--- config.mk ---
export PLATFORM = sky130hd
export DESIGN_NAME = pq_source_ctrl
export DESIGN_NICKNAME = d
export VERILOG_FILES = /design/src/rtl/pq_src_pkg.sv /design/src/rtl/pq_op_decode.sv /design/src/rtl/pq_op_apply.sv /design/src/rtl/pq_trig_step.sv /design/src/rtl/pq_source_ctrl.sv
export SDC_FILE = /design/constraint.sdc
export NUM_CORES = 1
export LEC_CHECK = 0
export BUFFER_PORTS_ARGS = -buffer_cell sky130_fd_sc_hd__buf_2
export CAP_MARGIN = 5
export CORE_AREA = 2 2 39 41
export DETAILED_ROUTE_END_ITERATION = 16
export DIE_AREA = 0 0 41 43
export SLEW_MARGIN = 20
export SYNTH_ARGS = -nofsm -noshare
export SYNTH_HDL_FRONTEND = slang
export SYNTH_SLANG_ARGS = --single-unit
--- constraint.sdc ---
create_clock -name clk_i -period 1.6 [get_ports clk_i]
set_input_delay 0.08 -clock clk_i [delete_from_list [all_inputs] [get_ports clk_i]]
set_output_delay 0.08 -clock clk_i [all_outputs]
set_load 0.01 [all_outputs]
--- src/rtl/pq_src_pkg.sv ---
package pq_src_pkg;
  typedef logic [1:0] pq_t;

  localparam int  P_BIT     = 1;
  localparam int  Q_BIT     = 0;
  localparam pq_t PQ_IDLE   = 2'b00;
  localparam pq_t PQ_OFF    = 2'b01;
  localparam pq_t PQ_PEND   = 2'b10;
  localparam pq_t PQ_QUEUED = 2'b11;

  localparam int OP_W = 4;
  localparam logic [OP_W-1:0] CODE_LVL_EOI = 4'h0;
  localparam logic [OP_W-1:0] CODE_MSG_EOI = 4'h4;
  localparam logic [1:0]      CODE_SET_HI  = 2'b11;

  typedef enum logic [1:0] {
    OP_NONE,
    OP_LVL_EOI,
    OP_MSG_EOI,
    OP_SET
  } op_kind_e;
endpackage

--- src/rtl/pq_op_decode.sv ---
module pq_op_decode
  import pq_src_pkg::*;
#(
  parameter int OFF_W     = 12,
  parameter int OP_LSB    = 8,
  parameter int SWZ_SHIFT = 4
) (
  input  logic [OFF_W-1:0] off_i,
  input  logic             fold_i,
  output op_kind_e         kind_o,
  output pq_t              set_val_o
);
  localparam int OP_MSB  = OP_LSB + OP_W - 1;
  localparam int SRC_LSB = OP_LSB - SWZ_SHIFT;
  localparam int SRC_MSB = OP_MSB - SWZ_SHIFT;

  logic [OP_W-1:0] code;
  logic            unused_low;

  assign unused_low = ^off_i[SRC_LSB-1:0];

  // folded offset restricted to the bits that reach the decode
  assign code = off_i[OP_MSB:OP_LSB] |
                (fold_i ? off_i[SRC_MSB:SRC_LSB] : '0);
  assign set_val_o = code[1:0];

  always_comb begin
    if (code == CODE_LVL_EOI)                 kind_o = OP_LVL_EOI;
    else if (code == CODE_MSG_EOI)            kind_o = OP_MSG_EOI;
    else if (code[OP_W-1 -: 2] == CODE_SET_HI) kind_o = OP_SET;
    else                                      kind_o = OP_NONE;
  end
endmodule

--- src/rtl/pq_op_apply.sv ---
module pq_op_apply
  import pq_src_pkg::*;
(
  input  pq_t      pq_i,
  input  logic     load_i,
  input  logic     store_i,
  input  op_kind_e kind_i,
  input  pq_t      set_val_i,
  output pq_t      pq_o,
  output logic     refire_o,
  output logic     hit_o
);
  always_comb begin
    pq_o     = pq_i;
    refire_o = 1'b0;
    hit_o    = 1'b0;
    if (load_i) begin
      case (kind_i)
        OP_LVL_EOI: begin
          pq_o  = PQ_IDLE;
          hit_o = 1'b1;
        end
        OP_MSG_EOI: begin
          pq_o     = PQ_IDLE;
          refire_o = pq_i[Q_BIT];
          hit_o    = 1'b1;
        end
        OP_SET: begin
          pq_o  = set_val_i;
          hit_o = 1'b1;
        end
        default: ;
      endcase
    end else if (store_i && kind_i == OP_MSG_EOI) begin
      pq_o     = PQ_IDLE;
      refire_o = pq_i[Q_BIT];
    end
  end
endmodule

--- src/rtl/pq_trig_step.sv ---
module pq_trig_step
  import pq_src_pkg::*;
(
  input  pq_t  pq_i,
  input  logic fire_i,
  output pq_t  pq_o,
  output logic notify_o
);
  always_comb begin
    pq_o     = pq_i;
    notify_o = 1'b0;
    if (fire_i) begin
      if (pq_i == PQ_IDLE) begin
        pq_o     = PQ_PEND;
        notify_o = 1'b1;
      end else if (pq_i == PQ_PEND) begin
        pq_o = PQ_QUEUED;
      end
    end
  end
endmodule

--- src/rtl/pq_source_ctrl.sv ---
module pq_source_ctrl
  import pq_src_pkg::*;
#(
  parameter int OFF_W     = 12,
  parameter int OP_LSB    = 8,
  parameter int SWZ_SHIFT = 4,
  parameter int DATA_W    = 8
) (
  input  logic              clk_i,
  input  logic              rst_ni,
  input  logic              trig_i,
  input  logic              level_i,
  input  logic              fold_off_i,
  input  logic              req_i,
  input  logic              we_i,
  input  logic [OFF_W-1:0]  off_i,
  output logic              notify_o,
  output logic              rvalid_o,
  output logic [DATA_W-1:0] rdata_o
);
  // stage 0: internal refire from EOI, stage 1: device trigger
  localparam int N_STAGE = 2;

  pq_t         pq_q;
  pq_t         op_pq;
  pq_t         set_val;
  op_kind_e    kind;
  logic        refire;
  logic        hit;
  logic        load;
  logic        store;
  logic        notify_q;
  logic        rvalid_q;
  logic [DATA_W-1:0] rdata_q;

  pq_t               stage_pq [0:N_STAGE];
  logic [N_STAGE-1:0] stage_fire;
  logic [N_STAGE-1:0] stage_ntf;

  assign load  = req_i & ~we_i;
  assign store = req_i &  we_i;

  pq_op_decode #(
    .OFF_W    (OFF_W),
    .OP_LSB   (OP_LSB),
    .SWZ_SHIFT(SWZ_SHIFT)
  ) u_dec (
    .off_i    (off_i),
    .fold_i   (fold_off_i),
    .kind_o   (kind),
    .set_val_o(set_val)
  );

  pq_op_apply u_apply (
    .pq_i     (pq_q),
    .load_i   (load),
    .store_i  (store),
    .kind_i   (kind),
    .set_val_i(set_val),
    .pq_o     (op_pq),
    .refire_o (refire),
    .hit_o    (hit)
  );

  assign stage_pq[0] = op_pq;
  assign stage_fire  = {trig_i | level_i, refire};

  for (genvar g = 0; g < N_STAGE; g++) begin : g_step
    pq_trig_step u_step (
      .pq_i    (stage_pq[g]),
      .fire_i  (stage_fire[g]),
      .pq_o    (stage_pq[g+1]),
      .notify_o(stage_ntf[g])
    );
  end

  always_ff @(posedge clk_i or negedge rst_ni) begin
    if (!rst_ni) begin
      pq_q     <= PQ_OFF;
      notify_q <= 1'b0;
      rvalid_q <= 1'b0;
      rdata_q  <= '0;
    end else begin
      pq_q     <= stage_pq[N_STAGE];
      notify_q <= |stage_ntf;
      rvalid_q <= load;
      if (load) rdata_q <= hit ? DATA_W'(pq_q) : '0;
    end
  end

  assign notify_o = notify_q;
  assign rvalid_o = rvalid_q;
  assign rdata_o  = rdata_q;
endmodule

Word-level counts from Yosys, hierarchy flattened
Cells that the tools add are included.
- output and inout bits: 10
- register bits after elaboration: 12
- eq/ne operators: 7
- muxes and demuxes: 23
- reductions and logical operators: 7
- bitwise logic cells: 5
- operators by type and width (kind ; number):
    $mux 2 ; 12
    $eq 2x2->1 const B ; 5
    $mux 1 ; 9
    $eq 4x3->1 const B ; 1
    $logic_not 2->1 ; 2
    $logic_not 4->1 ; 1
    $mux 4 ; 1
    $or 4x4->4 ; 1
    $pmux 2 s2 ; 1
    $reduce_or 2->1 ; 2
    $reduce_or 3->1 ; 1
    $and 1x1->1 ; 2
    $eq 2x1->1 const B ; 1
    $logic_and 1x1->1 ; 1
    $not 1->1 ; 1
    $or 1x1->1 ; 1

Longest topological paths before layout
Gate-level depths: netlist of run 1.
- depth after elaboration: 18
- gate-level depth with buffers: 6
- depth with buffers taken out: 6

Hierarchy
Synthesis of run 1 repeated with hierarchy kept, for this count alone.
- cells, all modules: 56
- area, all modules: 496.7 um^2
- modules (own cells, without submodules) (module ; cells an instance ; times used ; area an instance (um^2)):
    pq_source_ctrl ; 23 ; 1 ; 269.0
    pq_op_decode ; 13 ; 1 ; 82.6
    pq_op_apply ; 12 ; 1 ; 77.6
    pq_trig_step ; 4 ; 2 ; 33.8

Least setup slack after synthesis of run 1
No wires, ideal clock.
- path type: register to register
- from: register pq_q[0]
- to: register notify_q, in the netlist notify_o
- setup slack: 0.530 ns
- clock period less this slack: 1.070 ns
- path buffers: 0
- arrival: 0.984 ns
- library setup time: 0.086 ns
- stages on the path, launching flop included: 5
- cells stage by stage: dfstp_2 inv_1 nor3_1 o32ai_1 nor3_1
- word-level cells in the longest chain between the ends: 10
- elaborated cells between the ends (all ways): 17
- ends and longest elaborated chain (element ; line ; RTL):
    from (decl) ; pq_source_ctrl.sv:24 ; pq_t pq_q;
    from (signal assigned) ; pq_source_ctrl.sv:84 ; pq_q <= stage_pq[N_STAGE];
    $pmux 2 s2 / $mux 2 (equally long branches) ; pq_op_apply.sv:18, pq_op_apply.sv:34 ;
    $mux 2 ; pq_op_apply.sv:17 ; if (load_i) begin
    $eq 2x2->1 ; pq_trig_step.sv:16 ; end else if (pq_i == PQ_PEND) begin
    $mux 2 ; pq_trig_step.sv:16 ;
    $mux 2 ; pq_trig_step.sv:13 ; if (pq_i == PQ_IDLE) begin
    $mux 2 ; pq_trig_step.sv:12 ; if (fire_i) begin
    $logic_not 2->1 ; pq_trig_step.sv:13 ;
    $mux 1 ; pq_trig_step.sv:13 ;
    $mux 1 ; pq_trig_step.sv:12 ;
    $reduce_or 2->1 (*) ; pq_source_ctrl.sv:85 ; notify_q <= |stage_ntf;
    to (signal assigned) ; pq_source_ctrl.sv:85 ;
    to (decl) ; pq_source_ctrl.sv:32 ; logic notify_q;
Every way passes the cells marked *; elsewhere a longest branch is shown, timed or not.
A chain may end at the register's enable or synchronous reset.

Worst setup path after layout of run 1
Same ends and word-level chain as after synthesis.

==> flow_summary.toml, run 1 <==
[final_layout]
layout.cells.non_filler = 83
design_area_sq_um = 529
drive_gt1_share_pct = 37.3
layout_commonest_cell = "buf_2"
postLayoutCoreUtil_pct = 38.2
syn2layout_area_growth_pct = 29.4
final_cell_mix = "buf_2 (18), conb_1 (6), dfrtp_1 (5)"
nets = 87
n_antenna_cell = 0

[die]
core_area_sq_um = 1380
dieWidth_um = 41
die_area_sq_um = 1760
floorplan.initialDensity_pct = 29.6
die_h_um = 43
io_pins = 29
rows = 14

[placement]
post-dp-hpwl_um = 694
dp.cells = 78
gp_congestion = 0.671
port_buffers = 18
dpl-instance-area_sq_um = 493

[run_status]
status = "finished, final reports clean"

[grt]
antenna_found_initial = 0
gr-usage-all-layers_pct = 11.4
grt_pass1_wl_um = 1320
gr-total-overflow = 0
grt_pass1_vias = 347
grt_max_degree = 7

[timing]
finalSetupTns_ps = 0
drv_slew = 0
finClkSkew_ps = 3.74
period_needed_ps = 1230
fmax_mhz = 816
setup-violations-final = 0
period_share_pct = 76.6
final_hold_viol_count = 0
rsz0062_at_grt = "no"

[synth]
ys_ff_latch = 6
postSynthCellCount = 45
netlist_area_sq_um = 409
synth_top_area_cell = "dfrtp_1"
ys_seq_area_share_pct = 37.0
synth_top_cell_area_share_pct = 30.6
synth-xor-area-share_pct = 0
synth-simple-area-share_pct = 18.7
synth_warnings = 0
synthTopCellsByArea = "dfrtp_1 (31%), buf_4 (11%), dfstp_2 (6.4%)"
synth_fa_ha_area_share_pct = 0
yosys-mux-area-fraction_pct = 0
synthArstFlopShare_pct = 100
synth_edf_count = 0
synth_compound_area_share_pct = 30.6
synth_cell_types = 25
ys.flop_type = "dfrtp_1"
syn_avg_cell_area_sq_um = 9.09
synth_top_family_by_area = "compound AO/OA/AOI/OAI gates"

[worst_setup_path]
crit_arrival_ps = 1370
critPathLaunch = "pq_q[0]"
cp.required_ps = 1750
worstPathMaxFanout = 3
reg2reg_from = "pq_q[0]"
critPathLaunchType = "register"
path_class = "reg2reg"
end_kind = "register"

[routing]
wirelength_um = 860
vias = 393
wl_met1_um = 343
drt-pass1-iter-count = 4
drcViolationCount = 0
drtAntennaViolNets = 0
dr_wl_met2_um = 468
highest_layer = "met3"
via_per_inst = 4.73
wl_met3_um = 48
drt_iter0_markers = 12
wire_per_inst_um = 10.4

[clock_network]
clock_path_buffers = 2
cts_sinks = 6
cts_buffers = 3
clk_pin_slew_ps = 40
clk_root_buffer_cell = "clkbuf_4"
clk_latency_ps = 240
post_cts_buffers = 0
cts_tree = "done"
htree_levels = 1

[pwr]
leakage_nw = 0.276
powerDensity_nw_per_um2 = 895
vdd_ir_drop_max_uv = 502

[flow_run]
max-cap-violations = 0

[worst_hold_path]
hold_path_class = "in2reg"
min_from = "level_i"
per-layer routing:
layer  up-vias  track usage (%)
li1        199                -
met1       178             12.9
met2        16             18.1
met3         0             3.14
met4         0             6.00
met5         -                0
where the power goes:
| group | internal (W) | total, W | switching, W |
|---|---|---|---|
| combinational | 0.0000598 | 0.000134 | 0.0000743 |
| clock | 0.0000945 | 0.000149 | 0.0000549 |
| sequential | 0.000180 | 0.000190 | 0.0000103 |
synth_stat cells, types with 2 or more instances:
cell     number
nand2_1       4
nor3_1        3
buf_4         6
a21oi_1       2
o21ai_1       2
o32ai_1       2
dfrtp_1       5
nor2_1        3
inv_1         2
cell families after synthesis:
family | count (synthesis)
AO/OA/AOI/OAI | 15
flip-flops | 6
other | 1
buffers and inverters | 8
AND/OR/NAND/NOR | 15
per-stage QoR:
step	setup WS, ps	hold WS [ps]	power, W
finish	374	125	0.000474
global route	256	135	0.000519
CTS	359	113	0.000480
detailed placement	355	-88.7	0.000323
global placement	357	-93.8	0.000321
floorplan	530	-216	0.000284
path summary, 6_finish.rpt:
path / to / cells past startpoint / slack (ps)
setup / recovery: notify_o / 4 / 370
max in group asynchronous: pq_q[0] / 2 / 1180
min in group asynchronous: rdata_o[1] / 2 / 190
hold reg to reg: rdata_o[1] / 2 / 470
hold / removal: pq_q[0] / 3 / 130
setup reg to reg: notify_o / 4 / 370
critical path, cell delays in order (launching register included):
cell     delay [ps]
dfstp_2         510
inv_1            60
nor3_1          270
o32ai_1         130
nor3_1          170
layout make-up:
type	count	area (sq um)
flip-flops and latches	6	151
multi-input cells	36	224
inverters	2	7.51
fillers	152	855
repair buffers	19	100
clock buffers	4	26.3
well taps	16	20.0
registers in the layout, indices dropped and copies added, names as in the netlist:
signal and count:
rdata_o 2, rvalid_o 1, pq_q 2, notify_o 1
what timing repair did:
action                    4_1_cts  5_1_grt
hold buffers                    1        0
resized for setup               0        0
hold endpoints to repair        6        0
No activity file was read; power rests on OpenSTA's default activity.
==> inputs of run 2 (changes only) <==
Settings changed: PLACE_DENSITY set to 0.65.
Clock period 1.6 ns to 1 ns, I/O delays scaled along.
==> flow_summary.toml, run 2 (synthesis results as in run 1) <==
[final_layout]
final_cell_mix = "buf_2 (18), buf_4 (9), conb_1 (6)"
syn2layout_area_growth_pct = 58.1
layout_commonest_cell = "buf_2"
n_antenna_cell = 0
postLayoutCoreUtil_pct = 46.7
drive_gt1_share_pct = 55.3
fill_cells = 145
nets = 96

[worst_setup_path]
timing.rr.end = "notify_o"
cp_num_cells = 4
reg2reg_setup_slack_ps = -70
crit_path_max_incr_delay_ps = 520
critical_path.endpoint = "notify_o"
critPathLaunch = "pq_q[0]"
critPathLaunchType = "register"
crit_chain = "inv_2 -> nor3_4 -> o32ai_2 -> nor3_1"
end_kind = "register"
crit_family = "flip-flops"
worstPathMaxFanout = 3
path_class = "reg2reg"
crit_buf_inv = 1
crit_slowest_cell = "dfstp_2"
rr_worst_depth = 4
crit_arrival_ps = 1220
cp.required_ps = 1150
reg2reg_from = "pq_q[0]"

[flow_run]
max-cap-violations = 0

[timing]
drv_slew = 0
setup-violations-final = 2
holdWs_ps = 73.6
rsz0062_at_grt = "yes"
period_needed_ps = 1070
fmax_mhz = 931
postLayoutSetupSlackWorst_ps = -74.6
finClkSkew_ps = 9.99
final_hold_viol_count = 0
finalSetupTns_ps = -107
period_share_pct = 107

[routing]
via_per_inst = 4.51
vias = 415
wirelength_um = 879
drtAntennaViolNets = 0
drcViolationCount = 0
drt_iter0_markers = 4
wire_per_inst_um = 9.55
drt-pass1-iter-count = 2

[grt]
grt_max_degree = 7
gr-usage-all-layers_pct = 12.5
antenna_found_initial = 0
gr-total-overflow = 0
grt_pass1_wl_um = 1410
grt_pass1_vias = 366

[clock_network]
clk_root_buffer_cell = "clkbuf_4"
htree_levels = 1
cts_tree = "done"
clock_path_buffers = 2
clk_latency_ps = 250
cts_sinks = 6
clk_pin_slew_ps = 40
cts_buffers = 3

[worst_hold_path]
hold_path_class = "in2reg"
min_from = "level_i"

[placement]
port_buffers = 18
gp_congestion = 0.699
post-dp-hpwl_um = 723

[die]
dieWidth_um = 41
die_h_um = 43
io_pins = 29
core_area_sq_um = 1380
floorplan.initialDensity_pct = 29.6
rows = 14
die_area_sq_um = 1760

[pwr]
vdd_ir_drop_max_uv = 754
powerDensity_nw_per_um2 = 1270
leakage_nw = 0.327
p_total_w = 0.000821

[run_status]
violations = "negative setup slack"
status = "finished, violations left"
-- run 2: worst reg2reg max path: cells and delay by family, from the launching register on --
kind	cells	cell delay, ps
buffers and inverters	1	60
AND/OR/NAND/NOR	2	310
AO/OA/AOI/OAI	1	110
flip-flops	1	520
-- run 2: area by class of cell --
| class | instances | area, sq um | area share, % |
|---|---|---|---|
| well taps | 16 | 20.0 | 3.09 |
| repair buffers | 28 | 168 | 25.9 |
| flip-flops and latches | 6 | 151 | 23.4 |
| clock buffers | 4 | 26.3 | 4.06 |
| inverters | 2 | 7.51 | 1.16 |
| multi-input cells | 36 | 274 | 42.4 |
-- run 2: per-stage QoR --
stage / setup slack [ps] / std cells / cell area, sq um
floorplan: -14.1 / 50 / 433
global placement: -199 / 86 / 558
detailed placement: -237 / 86 / 558
CTS: -89.8 / 91 / 614
global route: -125 / 92 / 647
finish: -74.6 / 92 / 647
-- run 2: routing by layer --
layer  wire length, um  up-vias  track usage (%)
met4                 0        0             4.00
met2               469       13             18.4
met3                58        0             9.42
met1               351      187             13.2
li1                  -      215                -
met5                 0        -                0
-- run 2: how the worst min path moves through the flow --
stage                 endpoint  slack, ps  depth (start not counted)
global placement    rdata_o[0]       -120                          1
global route           pq_q[0]         70                          3
finish                 pq_q[0]         70                          3
floorplan             notify_o       -250                          0
detailed placement  rdata_o[0]       -120                          1
CTS                    pq_q[0]         70                          3
-- run 2: what timing repair did --
action / CTS / global route
setup buffers: 0 / 1
hold buffers: 1 / 0
endpoints found under the hold margin: 6 / 0
pin swaps: 1 / 4
setup endpoints to repair: 3 / 4
resized for setup: 4 / 5
-- run 2: power by group --
| part | leakage [nW] | switching [W] | internal [W] | total [W] |
|---|---|---|---|---|
| Sequential | 0.0747 | 0.0000185 | 0.000288 | 0.000307 |
| Combinational | 0.238 | 0.000140 | 0.000138 | 0.000278 |
| Clock | 0.0150 | 0.0000858 | 0.000151 | 0.000237 |
==> inputs of run 3 (changes only) <==
Settings changed: PLACE_DENSITY 0.65 to not set.
Clock period 1 ns to 1.3 ns, I/O delays scaled along.
==> flow_summary.toml, run 3 (synthesis results as in run 1) <==
[routing]
drtAntennaViolNets = 0
drt-pass1-iter-count = 4
wirelength_um = 853
vias = 391
drt_iter0_markers = 12
wire_per_inst_um = 10.3
via_per_inst = 4.71
drcViolationCount = 0

[worst_setup_path]
reg2reg_setup_slack_ps = 140
worstPathMaxFanout = 3
reg2reg_from = "pq_q[0]"
timing.rr.end = "notify_o"
critPathLaunch = "pq_q[0]"
end_kind = "register"
cp.required_ps = 1450
crit_chain = "inv_1 -> nor3_2 -> o32ai_1 -> nor3_1"
path_class = "reg2reg"
crit_slowest_cell = "dfstp_2"
rr_worst_depth = 4
crit_buf_inv = 1
critPathLaunchType = "register"
critical_path.endpoint = "notify_o"
crit_family = "flip-flops"
crit_path_max_incr_delay_ps = 510
cp_num_cells = 4
crit_arrival_ps = 1310

[die]
die_h_um = 43
io_pins = 29
dieWidth_um = 41
rows = 14
core_area_sq_um = 1380
die_area_sq_um = 1760
floorplan.initialDensity_pct = 29.6

[timing]
finClkSkew_ps = 3.95
period_share_pct = 89.1
setup-violations-final = 0
fmax_mhz = 863
finalSetupTns_ps = 0
final_hold_viol_count = 0
rsz0062_at_grt = "no"
period_needed_ps = 1160
drv_slew = 0

[placement]
dpl-instance-area_sq_um = 493
dp.cells = 78
port_buffers = 18
post-dp-hpwl_um = 694
gp_congestion = 0.672

[run_status]
status = "finished, final reports clean"

[grt]
grt_pass1_vias = 347
gr-usage-all-layers_pct = 11.4
antenna_found_initial = 0
grt_pass1_wl_um = 1320
gr-total-overflow = 0
grt_max_degree = 7

[final_layout]
n_antenna_cell = 0
design_area_sq_um = 534
layout.cells.non_filler = 83
drive_gt1_share_pct = 38.8
syn2layout_area_growth_pct = 30.6
layout_commonest_cell = "buf_2"
nets = 87
final_cell_mix = "buf_2 (18), conb_1 (6), dfrtp_1 (5)"

[clock_network]
clk_root_buffer_cell = "clkbuf_4"
cts_tree = "done"
cts_sinks = 6
clk_pin_slew_ps = 40
htree_levels = 1
cts_buffers = 3
clk_latency_ps = 240
clock_path_buffers = 2

[worst_hold_path]
hold_path_class = "in2reg"

[pwr]
leakage_nw = 0.278
powerDensity_nw_per_um2 = 1090
vdd_ir_drop_max_uv = 619

[flow_run]
max-cap-violations = 0
[run 3: changes by cell type in the layout (fill, tap and decap cells not counted), sizes merged]
cell	before	now
buf	27	18
[run 3: layout make-up]
cell class | count | area (sq um)
timing repair buffer | 19 | 100
tap | 16 | 20.0
inverter | 2 | 7.51
sequential | 6 | 151
multi-input combinational | 36 | 229
fill | 151 | 850
clock buffer | 4 | 26.3
[run 3: per-layer routing]
layer / vias up / track usage (%) / wire [um]
met2: 18 / 18.1 / 454
met3: 0 / 3.14 / 55
met5: - / 0 / 0
met1: 174 / 12.9 / 343
met4: 0 / 6.00 / 0
li1: 199 / - / -
[run 3: how the worst min path moves through the flow]
stage	endpoint	from	slack, ps	cells past startpoint
finish	pq_q[0]	level_i	110	3
global route	pq_q[0]	level_i	120	3
CTS	pq_q[0]	level_i	100	3
detailed placement	rdata_o[1]	rst_ni	-100	1
global placement	rdata_o[1]	rst_ni	-110	1
floorplan	notify_o	rst_ni	-230	0
[run 3: what timing repair did]
| action | 4_1_cts | 5_1_grt |
|---|---|---|
| endpoints found under the hold margin | 6 | 0 |
| setup buffers | 0 | 0 |
| hold buffers | 1 | 0 |
| gates resized for setup | 0 | 1 |
| setup endpoints to repair | 0 | 1 |
[run 3: per-stage QoR]
stage | hold WS, ps | power, W | util (%) | setup slack (ps)
CTS | 98.0 | 0.000591 | 38.2 | 59.2
global placement | -109 | 0.000395 | 35.6 | 71.9
finish | 111 | 0.000584 | 38.6 | 142
detailed placement | -104 | 0.000398 | 35.6 | 69.6
global route | 120 | 0.000641 | 38.6 | 29.6
floorplan | -231 | 0.000350 | - | 230
[run 3: power breakdown]
group / leakage, nW / total [W] / switching, W / internal (W)
registers: 0.0747 / 0.000234 / 0.0000125 / 0.000221
clock network: 0.0150 / 0.000184 / 0.0000674 / 0.000116
logic: 0.188 / 0.000166 / 0.0000923 / 0.0000738
[run 3: worst register-to-register path, cell delays in order (launching register included)]
cell and delay (ps):
dfstp_2 510, inv_1 60, nor3_2 220, o32ai_1 120, nor3_1 170
